--- src/rtl/jtag_tap_pkg.sv ---
package jtag_tap_pkg;

    localparam int IR_W = 3;

    localparam logic [IR_W-1:0] OP_EXTEST  = 3'b000;
    localparam logic [IR_W-1:0] OP_IDCODE  = 3'b001;
    localparam logic [IR_W-1:0] OP_SAMPLEZ = 3'b010;
    localparam logic [IR_W-1:0] IR_CAPTURE = 3'b001;

    typedef enum logic [3:0] {
        ST_TLR, ST_RTI,
        ST_SEL_DR, ST_CAP_DR, ST_SH_DR, ST_EX1_DR, ST_PAU_DR, ST_EX2_DR, ST_UPD_DR,
        ST_SEL_IR, ST_CAP_IR, ST_SH_IR, ST_EX1_IR, ST_PAU_IR, ST_EX2_IR, ST_UPD_IR
    } tap_state_e;

    typedef enum logic [1:0] {PATH_BYP, PATH_ID, PATH_BSR} dr_path_e;

    typedef struct packed {
        logic tlr;
        logic cap;
        logic sh;
        logic upd;
    } ir_ctl_t;

    typedef struct packed {
        logic cap;
        logic sh;
    } dr_ctl_t;

    function automatic tap_state_e tap_next(tap_state_e s, logic tms);
        case (s)
            ST_TLR:    return tms ? ST_TLR    : ST_RTI;
            ST_RTI:    return tms ? ST_SEL_DR : ST_RTI;
            ST_SEL_DR: return tms ? ST_SEL_IR : ST_CAP_DR;
            ST_CAP_DR: return tms ? ST_EX1_DR : ST_SH_DR;
            ST_SH_DR:  return tms ? ST_EX1_DR : ST_SH_DR;
            ST_EX1_DR: return tms ? ST_UPD_DR : ST_PAU_DR;
            ST_PAU_DR: return tms ? ST_EX2_DR : ST_PAU_DR;
            ST_EX2_DR: return tms ? ST_UPD_DR : ST_SH_DR;
            ST_UPD_DR: return tms ? ST_SEL_DR : ST_RTI;
            ST_SEL_IR: return tms ? ST_TLR    : ST_CAP_IR;
            ST_CAP_IR: return tms ? ST_EX1_IR : ST_SH_IR;
            ST_SH_IR:  return tms ? ST_EX1_IR : ST_SH_IR;
            ST_EX1_IR: return tms ? ST_UPD_IR : ST_PAU_IR;
            ST_PAU_IR: return tms ? ST_EX2_IR : ST_PAU_IR;
            ST_EX2_IR: return tms ? ST_UPD_IR : ST_SH_IR;
            default:   return tms ? ST_SEL_DR : ST_RTI;
        endcase
    endfunction

    function automatic dr_path_e decode_path(logic [IR_W-1:0] op);
        if (op == OP_IDCODE)                        return PATH_ID;
        if (op == OP_EXTEST || op == OP_SAMPLEZ)    return PATH_BSR;
        return PATH_BYP;
    endfunction

endpackage

--- src/rtl/tap_fsm.sv ---
module tap_fsm
    import jtag_tap_pkg::*;
(
    input  logic       clk,
    input  logic       rst,
    input  logic       tms,
    output tap_state_e state,
    output ir_ctl_t    ir_ctl,
    output dr_ctl_t    dr_ctl
);

    always_ff @(posedge clk) begin
        if (rst) state <= ST_TLR;
        else     state <= tap_next(state, tms);
    end

    always_comb begin
        ir_ctl.tlr = (state == ST_TLR);
        ir_ctl.cap = (state == ST_CAP_IR);
        ir_ctl.sh  = (state == ST_SH_IR);
        ir_ctl.upd = (state == ST_UPD_IR);
        dr_ctl.cap = (state == ST_CAP_DR);
        dr_ctl.sh  = (state == ST_SH_DR);
    end

    // checker: run length of consecutive high mode-select samples
    logic [2:0] hi_run;
    always_ff @(posedge clk) begin
        if (rst || !tms)      hi_run <= '0;
        else if (hi_run != 3'd5) hi_run <= hi_run + 3'd1;
    end

    p_five_high_reset_r1: assert property (@(posedge clk) disable iff (rst)
        (hi_run == 3'd5) |-> (state == ST_TLR));

endmodule

--- src/rtl/tap_ir.sv ---
module tap_ir
    import jtag_tap_pkg::*;
(
    input  logic            clk,
    input  logic            rst,
    input  ir_ctl_t         ctl,
    input  logic            tdi,
    output logic [IR_W-1:0] op,
    output logic            ir_so
);

    logic [IR_W-1:0] sr;

    always_ff @(posedge clk) begin
        if (rst || ctl.tlr) begin
            op <= OP_IDCODE;
            sr <= IR_CAPTURE;
        end else begin
            if (ctl.cap)     sr <= IR_CAPTURE;
            else if (ctl.sh) sr <= {tdi, sr[IR_W-1:1]};
            if (ctl.upd)     op <= sr;
        end
    end

    assign ir_so = sr[0];

    p_tlr_forces_id_r3: assert property (@(posedge clk) disable iff (rst)
        ctl.tlr |=> (op == OP_IDCODE));

    p_op_holds_r4: assert property (@(posedge clk) disable iff (rst)
        (!ctl.upd && !ctl.tlr) |=> $stable(op));

    p_ir_capture_r4: assert property (@(posedge clk) disable iff (rst)
        ctl.cap |=> (sr == IR_CAPTURE));

endmodule

--- src/rtl/tap_dr.sv ---
module tap_dr
    import jtag_tap_pkg::*;
#(
    parameter int          BSR_LEN  = 8,
    parameter logic [31:0] ID_VALUE = 32'h0A5C_3069
) (
    input  logic               clk,
    input  logic               rst,
    input  dr_ctl_t            ctl,
    input  dr_path_e           path,
    input  logic               tdi,
    input  logic [BSR_LEN-1:0] pins_in,
    output logic               dr_so
);

    localparam int ID_W = 32;

    logic               byp_q;
    logic [ID_W-1:0]    id_q;
    logic [BSR_LEN-1:0] bsr_q;
    logic               sel_byp, sel_id, sel_bsr;

    assign sel_byp = (path == PATH_BYP);
    assign sel_id  = (path == PATH_ID);
    assign sel_bsr = (path == PATH_BSR);

    always_ff @(posedge clk) begin
        if (rst) begin
            byp_q <= 1'b0;
            id_q  <= ID_VALUE;
        end else begin
            if (sel_byp && ctl.cap)     byp_q <= 1'b0;
            else if (sel_byp && ctl.sh) byp_q <= tdi;
            if (sel_id && ctl.cap)      id_q  <= ID_VALUE;
            else if (sel_id && ctl.sh)  id_q  <= {tdi, id_q[ID_W-1:1]};
        end
    end

    generate
        if (BSR_LEN > 1) begin : g_chain
            always_ff @(posedge clk) begin
                if (rst)                      bsr_q <= '0;
                else if (sel_bsr && ctl.cap)  bsr_q <= pins_in;
                else if (sel_bsr && ctl.sh)   bsr_q <= {tdi, bsr_q[BSR_LEN-1:1]};
            end
        end else begin : g_single
            always_ff @(posedge clk) begin
                if (rst)                      bsr_q <= '0;
                else if (sel_bsr && ctl.cap)  bsr_q <= pins_in;
                else if (sel_bsr && ctl.sh)   bsr_q <= tdi;
            end
        end
    endgenerate

    always_comb begin
        case (path)
            PATH_ID:  dr_so = id_q[0];
            PATH_BSR: dr_so = bsr_q[0];
            default:  dr_so = byp_q;
        endcase
    end

    p_byp_capture_r7: assert property (@(posedge clk) disable iff (rst)
        (sel_byp && ctl.cap) |=> (byp_q == 1'b0));

    p_id_capture_r5: assert property (@(posedge clk) disable iff (rst)
        (sel_id && ctl.cap) |=> (id_q == ID_VALUE && id_q[0]));

    p_bsr_hold_r10: assert property (@(posedge clk) disable iff (rst)
        !(sel_bsr && (ctl.cap || ctl.sh)) |=> $stable(bsr_q));

endmodule

--- src/rtl/jtag_tap_ctl.sv ---
module jtag_tap_ctl
    import jtag_tap_pkg::*;
#(
    parameter int          BSR_LEN  = 8,
    parameter logic [31:0] ID_VALUE = 32'h0A5C_3069
) (
    input  logic               tck,
    input  logic               trst,
    input  logic               tms,
    input  logic               tdi,
    input  logic [BSR_LEN-1:0] pins_in,
    output logic               tdo,
    output logic               tdo_oe,
    output logic               mem_hiz
);

    tap_state_e      state;
    ir_ctl_t         ir_ctl;
    dr_ctl_t         dr_ctl;
    logic [IR_W-1:0] op;
    logic            ir_so, dr_so;
    dr_path_e        path;

    tap_fsm u_fsm (
        .clk    (tck),
        .rst    (trst),
        .tms    (tms),
        .state  (state),
        .ir_ctl (ir_ctl),
        .dr_ctl (dr_ctl)
    );

    tap_ir u_ir (
        .clk   (tck),
        .rst   (trst),
        .ctl   (ir_ctl),
        .tdi   (tdi),
        .op    (op),
        .ir_so (ir_so)
    );

    assign path = decode_path(op);

    tap_dr #(.BSR_LEN(BSR_LEN), .ID_VALUE(ID_VALUE)) u_dr (
        .clk     (tck),
        .rst     (trst),
        .ctl     (dr_ctl),
        .path    (path),
        .tdi     (tdi),
        .pins_in (pins_in),
        .dr_so   (dr_so)
    );

    always_ff @(negedge tck) begin
        if (trst) begin
            tdo    <= 1'b0;
            tdo_oe <= 1'b0;
        end else begin
            tdo    <= ir_ctl.sh ? ir_so : dr_so;
            tdo_oe <= ir_ctl.sh || dr_ctl.sh;
        end
    end

    assign mem_hiz = (op == OP_SAMPLEZ);

    p_oe_in_shift_r9: assert property (@(posedge tck) disable iff (trst)
        tdo_oe |-> (state == ST_SH_DR || state == ST_SH_IR));

endmodule

--- config.mk ---
export PLATFORM = sky130hd
export DESIGN_NAME = jtag_tap_ctl
export DESIGN_NICKNAME = d
export VERILOG_FILES = /design/src/rtl/jtag_tap_pkg.sv /design/src/rtl/tap_fsm.sv /design/src/rtl/tap_ir.sv /design/src/rtl/tap_dr.sv /design/src/rtl/jtag_tap_ctl.sv
export SDC_FILE = /design/constraint.sdc
export NUM_CORES = 1
export LEC_CHECK = 0
export ABC_AREA = 1
export BUFFER_PORTS_ARGS = -buffer_cell sky130_fd_sc_hd__buf_4
export CAP_MARGIN = 0
export CORE_ASPECT_RATIO = 1.25
export CORE_MARGIN = 8
export CORE_UTILIZATION = 50
export CTS_CLUSTER_SIZE = 20
export DETAILED_ROUTE_END_ITERATION = 6
export PLACE_DENSITY = 0.68
export SYNTH_ARGS = -nofsm -noshare
export SYNTH_HDL_FRONTEND = slang
export SYNTH_HIERARCHICAL = 1
export SYNTH_SLANG_ARGS = --single-unit
--- constraint.sdc ---
create_clock -name tck -period 3 [get_ports tck]
set_input_delay 0.45 -clock tck [delete_from_list [all_inputs] [get_ports tck]]
set_output_delay 0.45 -clock tck [all_outputs]
set_load 0.02 [all_outputs]
==> flow_summary.json, run 1 <==
{
  "core_um2": 4690,
  "synth.largest_area_cell": "dfxtp_1",
  "crit_type": "reg -> reg",
  "reg2regPathDepth": 8,
  "post_cts_resized": 0,
  "clkLatencyLatePin_ns": 0.36,
  "synth-async-reset-ratio_pct": 0,
  "die_h_um": 93.4,
  "vdd_ir_drop_max_v": 0.000286,
  "drtIter0Drc": 113,
  "grt_start_max_net_pins": 34,
  "seq_area_um2": 1060,
  "min_from": "trst",
  "tightest_slew_ns": 0.515,
  "vias": 2111,
  "dr.pass1.iters": 5,
  "rsz0062_at_grt": "no",
  "antenna_found_initial": 0,
  "hold_slack_ns": 0.411,
  "clock_sinks": 53,
  "ys_types": 23,
  "syn_to_final_growth_pct": 9.97,
  "antenna_left": 0,
  "ys_warn_count": 6,
  "avgRoutedWirePerCell_um": 10.4,
  "synth_area_leaders": "dfxtp_1 (44%), nand2_1 (20%), nand3_1 (7.7%)",
  "r2r-start": "u_ir/op[0]$_SDFFE_PP1P_",
  "routed_wl_um": 4570,
  "hold_buffers": 0,
  "critical_path_peak_fanout": 3,
  "antennaDiodeCount": 0,
  "slew-limit-headroom_pct": 65.6,
  "worst-endpoint-arrival_ns": 1.55,
  "synthFlopType": "dfxtp_1",
  "finalHoldViolations": 0,
  "r2r-end": "tdo$_SDFF_NP0_",
  "status": "finished, final reports clean",
  "synth.most_common_cell": "nand2_1",
  "cts_setup_buffers": 0,
  "h-tree-depth": 2,
  "initial_core_util_pct": 51.1,
  "synth_edf_count": 0,
  "grt.overflow.total": 0,
  "tritoncts.num_buffers": 5,
  "viasPerCell": 4.81,
  "multiInputGateArea_um2": 1100,
  "required_ns": 1.75,
  "port-buffer-count": 14,
  "fin_area_um2": 2640,
  "slew_viol_final": 0,
  "cap_violations": 0,
  "reg2reg_slack_ns": 0.20,
  "cts_buffer_depth": 2,
  "io_pins": 15,
  "p_leak_uw": 0.00130,
  "rows": 28,
  "syn_avg_cell_area_um2": 6.59,
  "dpl.hpwl_um": 3180,
  "grt_pass1_vias": 2001,
  "post_dp_cell_area_um2": 2540,
  "fin_nets": 393,
  "ys_seq_area_share_pct": 44.3,
  "grt_pass1_wl_um": 8160,
  "syn_inst": 364,
  "layout-drive-gt1-share_pct": 9.76,
  "die_x_um": 77.9,
  "synth_nets": 379,
  "synthTopCellsByCount": "nand2_1 (129), dfxtp_1 (53), nor2_1 (45)",
  "dieArea_um2": 7280,
  "tritoncts": "done",
  "finClkSkew_ns": 0.0593,
  "synth_top_area_share_pct": 44.3,
  "worstSetupStartpointType": "register",
  "startpoint": "u_ir/op[0]$_SDFFE_PP1P_",
  "gp_congestion": 0.887,
  "gr-usage-all-layers_pct": 13.3,
  "clockRootBuffer": "clkbuf_8",
  "ys_ff_latch": 53,
  "n_fill_cell": 483,
  "min-delay-path-class": "in -> reg",
  "fin_tns_setup_ns": 0,
  "powerDensity_nw_per_um2": 599,
  "syn-cell-area_um2": 2400,
  "cp-end-kind": "register",
  "cts.clk_slew.worst_paths_ns": 0.09,
  "setup_viol_count_final": 0,
  "drc": 0,
  "cp-endpoint": "tdo$_SDFF_NP0_"
}
-- through the flow --
stage,power [uW],utilization (%),cells,setup slack (ns)
floorplan,1110,-,364,0.234
global placement,1180,54.1,430,0.180
detailed placement,1180,54.1,430,0.150
CTS,1600,56.2,439,0.184
global route,1690,56.2,439,0.107
finish,1580,56.2,439,0.202
-- cells by family after synthesis --
family	after synthesis	synth area share, %
buf+inv	57	9.76
simple gates	219	37.3
compound gates	32	7.10
flops	53	44.3
fa+ha+maj	3	1.57
-- worst max-delay path, stage by stage, from the launching register on --
cell and delay (ns):
dfxtp_1 0.37, inv_2 0.05, nor3_2 0.13, inv_1 0.08, ha_1 0.31, nor2_1 0.09
a31oi_1 0.05, nor2_1 0.12, nor2_2 0.05
-- final cells by class --
type                       instances  share of cell area, %
tap                               60                   2.85
clock inverter                     5                   1.23
sequential                        53                   40.2
inverter                          45                   6.41
clock buffer                       5                   2.61
timing repair buffer              17                   4.84
multi-input combinational        254                   41.8
-- registers in the layout, indices dropped and copies added, names as in the netlist --
register	count
u_fsm/state	4
u_dr/bsr_q	8
u_dr/id_q	32
tdo_oe	1
tdo	1
u_dr/byp_q	1
u_ir/op	3
u_ir/sr	3
-- layout by cell type (no fill, tap or decap) --
master      count
a21oi_1        22
clkbuf_8        5
nand2_2         1
nand4_1         1
nor2_1         45
a31oi_1         2
nor3_2          1
inv_2           5
a21oi_2         1
buf_4          17
nor2_2          2
clkinvlp_4      1
nor2_4          1
inv_1          41
o21ai_2         1
nand3_1        37
inv_6           1
ha_1            3
nand2_1       129
clkinv_4        1
dfxtp_1        53
clkinv_1        1
nor3_1          2
o21ai_0         6
-- power by group --
part           switching (uW)  internal, uW  total [uW]
clock network             247           172         419
logic                     232           117         350
registers                47.1           762         809
-- layer usage --
layer | track usage (%) | routed length [um] | vias to the layer above
li1 | - | - | 1152
met1 | 14.6 | 2100 | 926
met2 | 23.4 | 2260 | 24
met3 | 3.07 | 134 | 9
met4 | 6.50 | 81 | 0
met5 | 0 | 0 | -
-- how the worst min path moves through the flow --
| stage | slack (ns) | cells after the start | end |
|---|---|---|---|
| 3_5_place_dp | 0.44 | 2 | u_dr/id_q[3]$_SDFFE_PP1P_ |
| 4_1_cts | 0.40 | 2 | u_fsm/state[0]$_SDFF_PP0_ |
| 5_1_grt | 0.41 | 2 | u_fsm/state[3]$_SDFF_PP0_ |
| 3_3_place_gp | 0.44 | 2 | u_dr/id_q[18]$_SDFFE_PP1P_ |
| 2_1_floorplan | 0.43 | 2 | u_dr/id_q[0]$_SDFFE_PP1P_ |
| 6_report | 0.41 | 2 | u_fsm/state[0]$_SDFF_PP0_ |
(Power assumes the default switching activity.)
==> run 2, diff against run 1 <==
Settings changed: CTS_BUF_LIST set to sky130_fd_sc_hd__clkbuf_16, PLACE_DENSITY 0.68 to 0.7.
Clock period 3 ns to 2.2 ns, I/O delays scaled along.
==> flow_summary.json, run 2 (same netlist as run 1, synthesis figures left out) <==
{
  "io_pins": 15,
  "powerDensity_nw_per_um2": 859,
  "fin_tns_setup_ns": -0.176,
  "grt_pass1_vias": 2033,
  "tritoncts.num_buffers": 5,
  "setup_slack_ns": -0.130,
  "r2r-start": "u_ir/op[2]$_SDFFE_PP0P_",
  "avgRoutedWirePerCell_um": 10.4,
  "fin_nets": 404,
  "required_ns": 1.39,
  "antenna_left": 0,
  "slew_viol_final": 0,
  "tritoncts": "done",
  "worstSetupStartpointType": "register",
  "tightest_slew_ns": 0.503,
  "cap_violations": 0,
  "post_dp_cell_area_um2": 2620,
  "slew-limit-headroom_pct": 66.4,
  "gp_congestion": 0.842,
  "clockRootBuffer": "clkbuf_16",
  "cts.clk_slew.worst_paths_ns": 0.07,
  "h-tree-depth": 2,
  "clock_sinks": 53,
  "drc": 0,
  "critical_path_peak_fanout": 3,
  "worst-endpoint-arrival_ns": 1.52,
  "min-delay-path-class": "in -> reg",
  "reg2reg_slack_ns": -0.13,
  "largest_reg_flops": 32,
  "crit_type": "reg -> reg",
  "finClkSkew_ns": 0.0690,
  "dpl.hpwl_um": 3210,
  "grt.overflow.total": 0,
  "die_x_um": 77.9,
  "setup_viol_count_final": 3,
  "final_cell_mix": "nand2_1 (129), dfxtp_1 (50), nor2_1 (43)",
  "drtIter0Drc": 113,
  "hold_buffers": 0,
  "top_regs": "u_dr/id_q x32, u_dr/bsr_q x8, u_fsm/state x4",
  "vias": 2163,
  "p_leak_uw": 0.00138,
  "n_fill_cell": 463,
  "grt_pass1_wl_um": 8070,
  "cts_setup_buffers": 0,
  "clkLatencyLatePin_ns": 0.35,
  "rsz0062_at_grt": "yes",
  "reg2regPathDepth": 7,
  "finish.utilization_pct": 59.8,
  "hold_path_end": "u_fsm/state[2]$_SDFF_PP0_",
  "gr-usage-all-layers_pct": 13.4,
  "syn_to_final_growth_pct": 17.2,
  "violations": "setup timing",
  "layout-drive-gt1-share_pct": 14.1,
  "dieArea_um2": 7280,
  "vdd_ir_drop_max_v": 0.000446,
  "viasPerCell": 4.81,
  "final_common_cell": "nand2_1",
  "core_um2": 4690,
  "port-buffer-count": 14,
  "r2r-end": "tdo$_SDFF_NP0_",
  "die_h_um": 93.4,
  "fin_area_um2": 2810,
  "antennaDiodeCount": 0,
  "cts_buffer_depth": 2,
  "grt_start_max_net_pins": 34,
  "dr.pass1.iters": 4,
  "status": "complete, but fails checks",
  "initial_core_util_pct": 51.1,
  "routed_wl_um": 4690,
  "antenna_found_initial": 0,
  "min_path_cells": 2,
  "regMostFlops": "u_dr/id_q",
  "finalHoldViolations": 0,
  "rows": 28,
  "cp-end-kind": "register",
  "min_from": "trst"
}
## run 2: area by class of cell
class,count,area [um^2],area share [%]
clock inverter,5,31.3,1.11
tap,60,75.1,2.67
sequential,53,1060,37.9
clock buffer,5,125,4.45
inverter,45,169,6.01
multi-input combinational,254,1130,40.1
timing repair buffer,28,218,7.75
## run 2: how the worst max path moves through the flow
| stage | slack [ns] | start | cells after the start | end |
|---|---|---|---|---|
| after global placement | -0.21 | u_ir/op[0]$_SDFFE_PP1P_ | 8 | tdo$_SDFF_NP0_ |
| after detailed placement | -0.29 | u_ir/op[0]$_SDFFE_PP1P_ | 8 | tdo$_SDFF_NP0_ |
| after floorplan | -0.17 | u_ir/op[2]$_SDFFE_PP0P_ | 7 | tdo$_SDFF_NP0_ |
| after CTS | -0.18 | u_ir/op[0]$_SDFFE_PP1P_ | 8 | tdo$_SDFF_NP0_ |
| final | -0.13 | u_ir/op[2]$_SDFFE_PP0P_ | 7 | tdo$_SDFF_NP0_ |
| after global routing | -0.19 | u_ir/op[2]$_SDFFE_PP0P_ | 7 | tdo$_SDFF_NP0_ |
## run 2: report_power, final
part / total, uW / switching (uW) / leakage, uW / internal, uW
Sequential: 1080 / 43.8 / 0.000429 / 1040
Combinational: 536 / 345 / 0.000873 / 191
Clock: 794 / 364 / 0.0000771 / 431
## run 2: stage by stage
stage	power, uW	setup WS [ns]	std cells	hold slack [ns]
floorplan	1520	-0.166	364	0.402
global placement	1640	-0.214	441	0.437
detailed placement	1650	-0.292	441	0.443
CTS	2440	-0.182	450	0.311
global route	2580	-0.193	450	0.314
finish	2410	-0.130	450	0.315
## run 2: critical path, cell delays in order, from the launching register on
cell	delay (ns)
dfxtp_2	0.34
nor3_4	0.21
inv_2	0.08
ha_4	0.27
nor2_2	0.03
a31oi_1	0.16
nor2_1	0.07
nor2_2	0.07
## run 2: layer usage
| metal | part of all wire, % | global-route usage, % | vias up | wire (um) |
|---|---|---|---|---|
| met4 | 2.2 | 7.12 | 0 | 101 |
| met3 | 3.0 | 3.45 | 9 | 143 |
| li1 | - | - | 1172 | - |
| met2 | 49 | 23.7 | 24 | 2280 |
| met1 | 46 | 14.2 | 958 | 2170 |
| met5 | 0 | 0 | - | 0 |
## run 2: repair_timing
item                                    4_1_cts  5_1_grt
endpoints found under the setup margin        3        4
gates resized for setup                       7        2
pin swaps                                     4        3
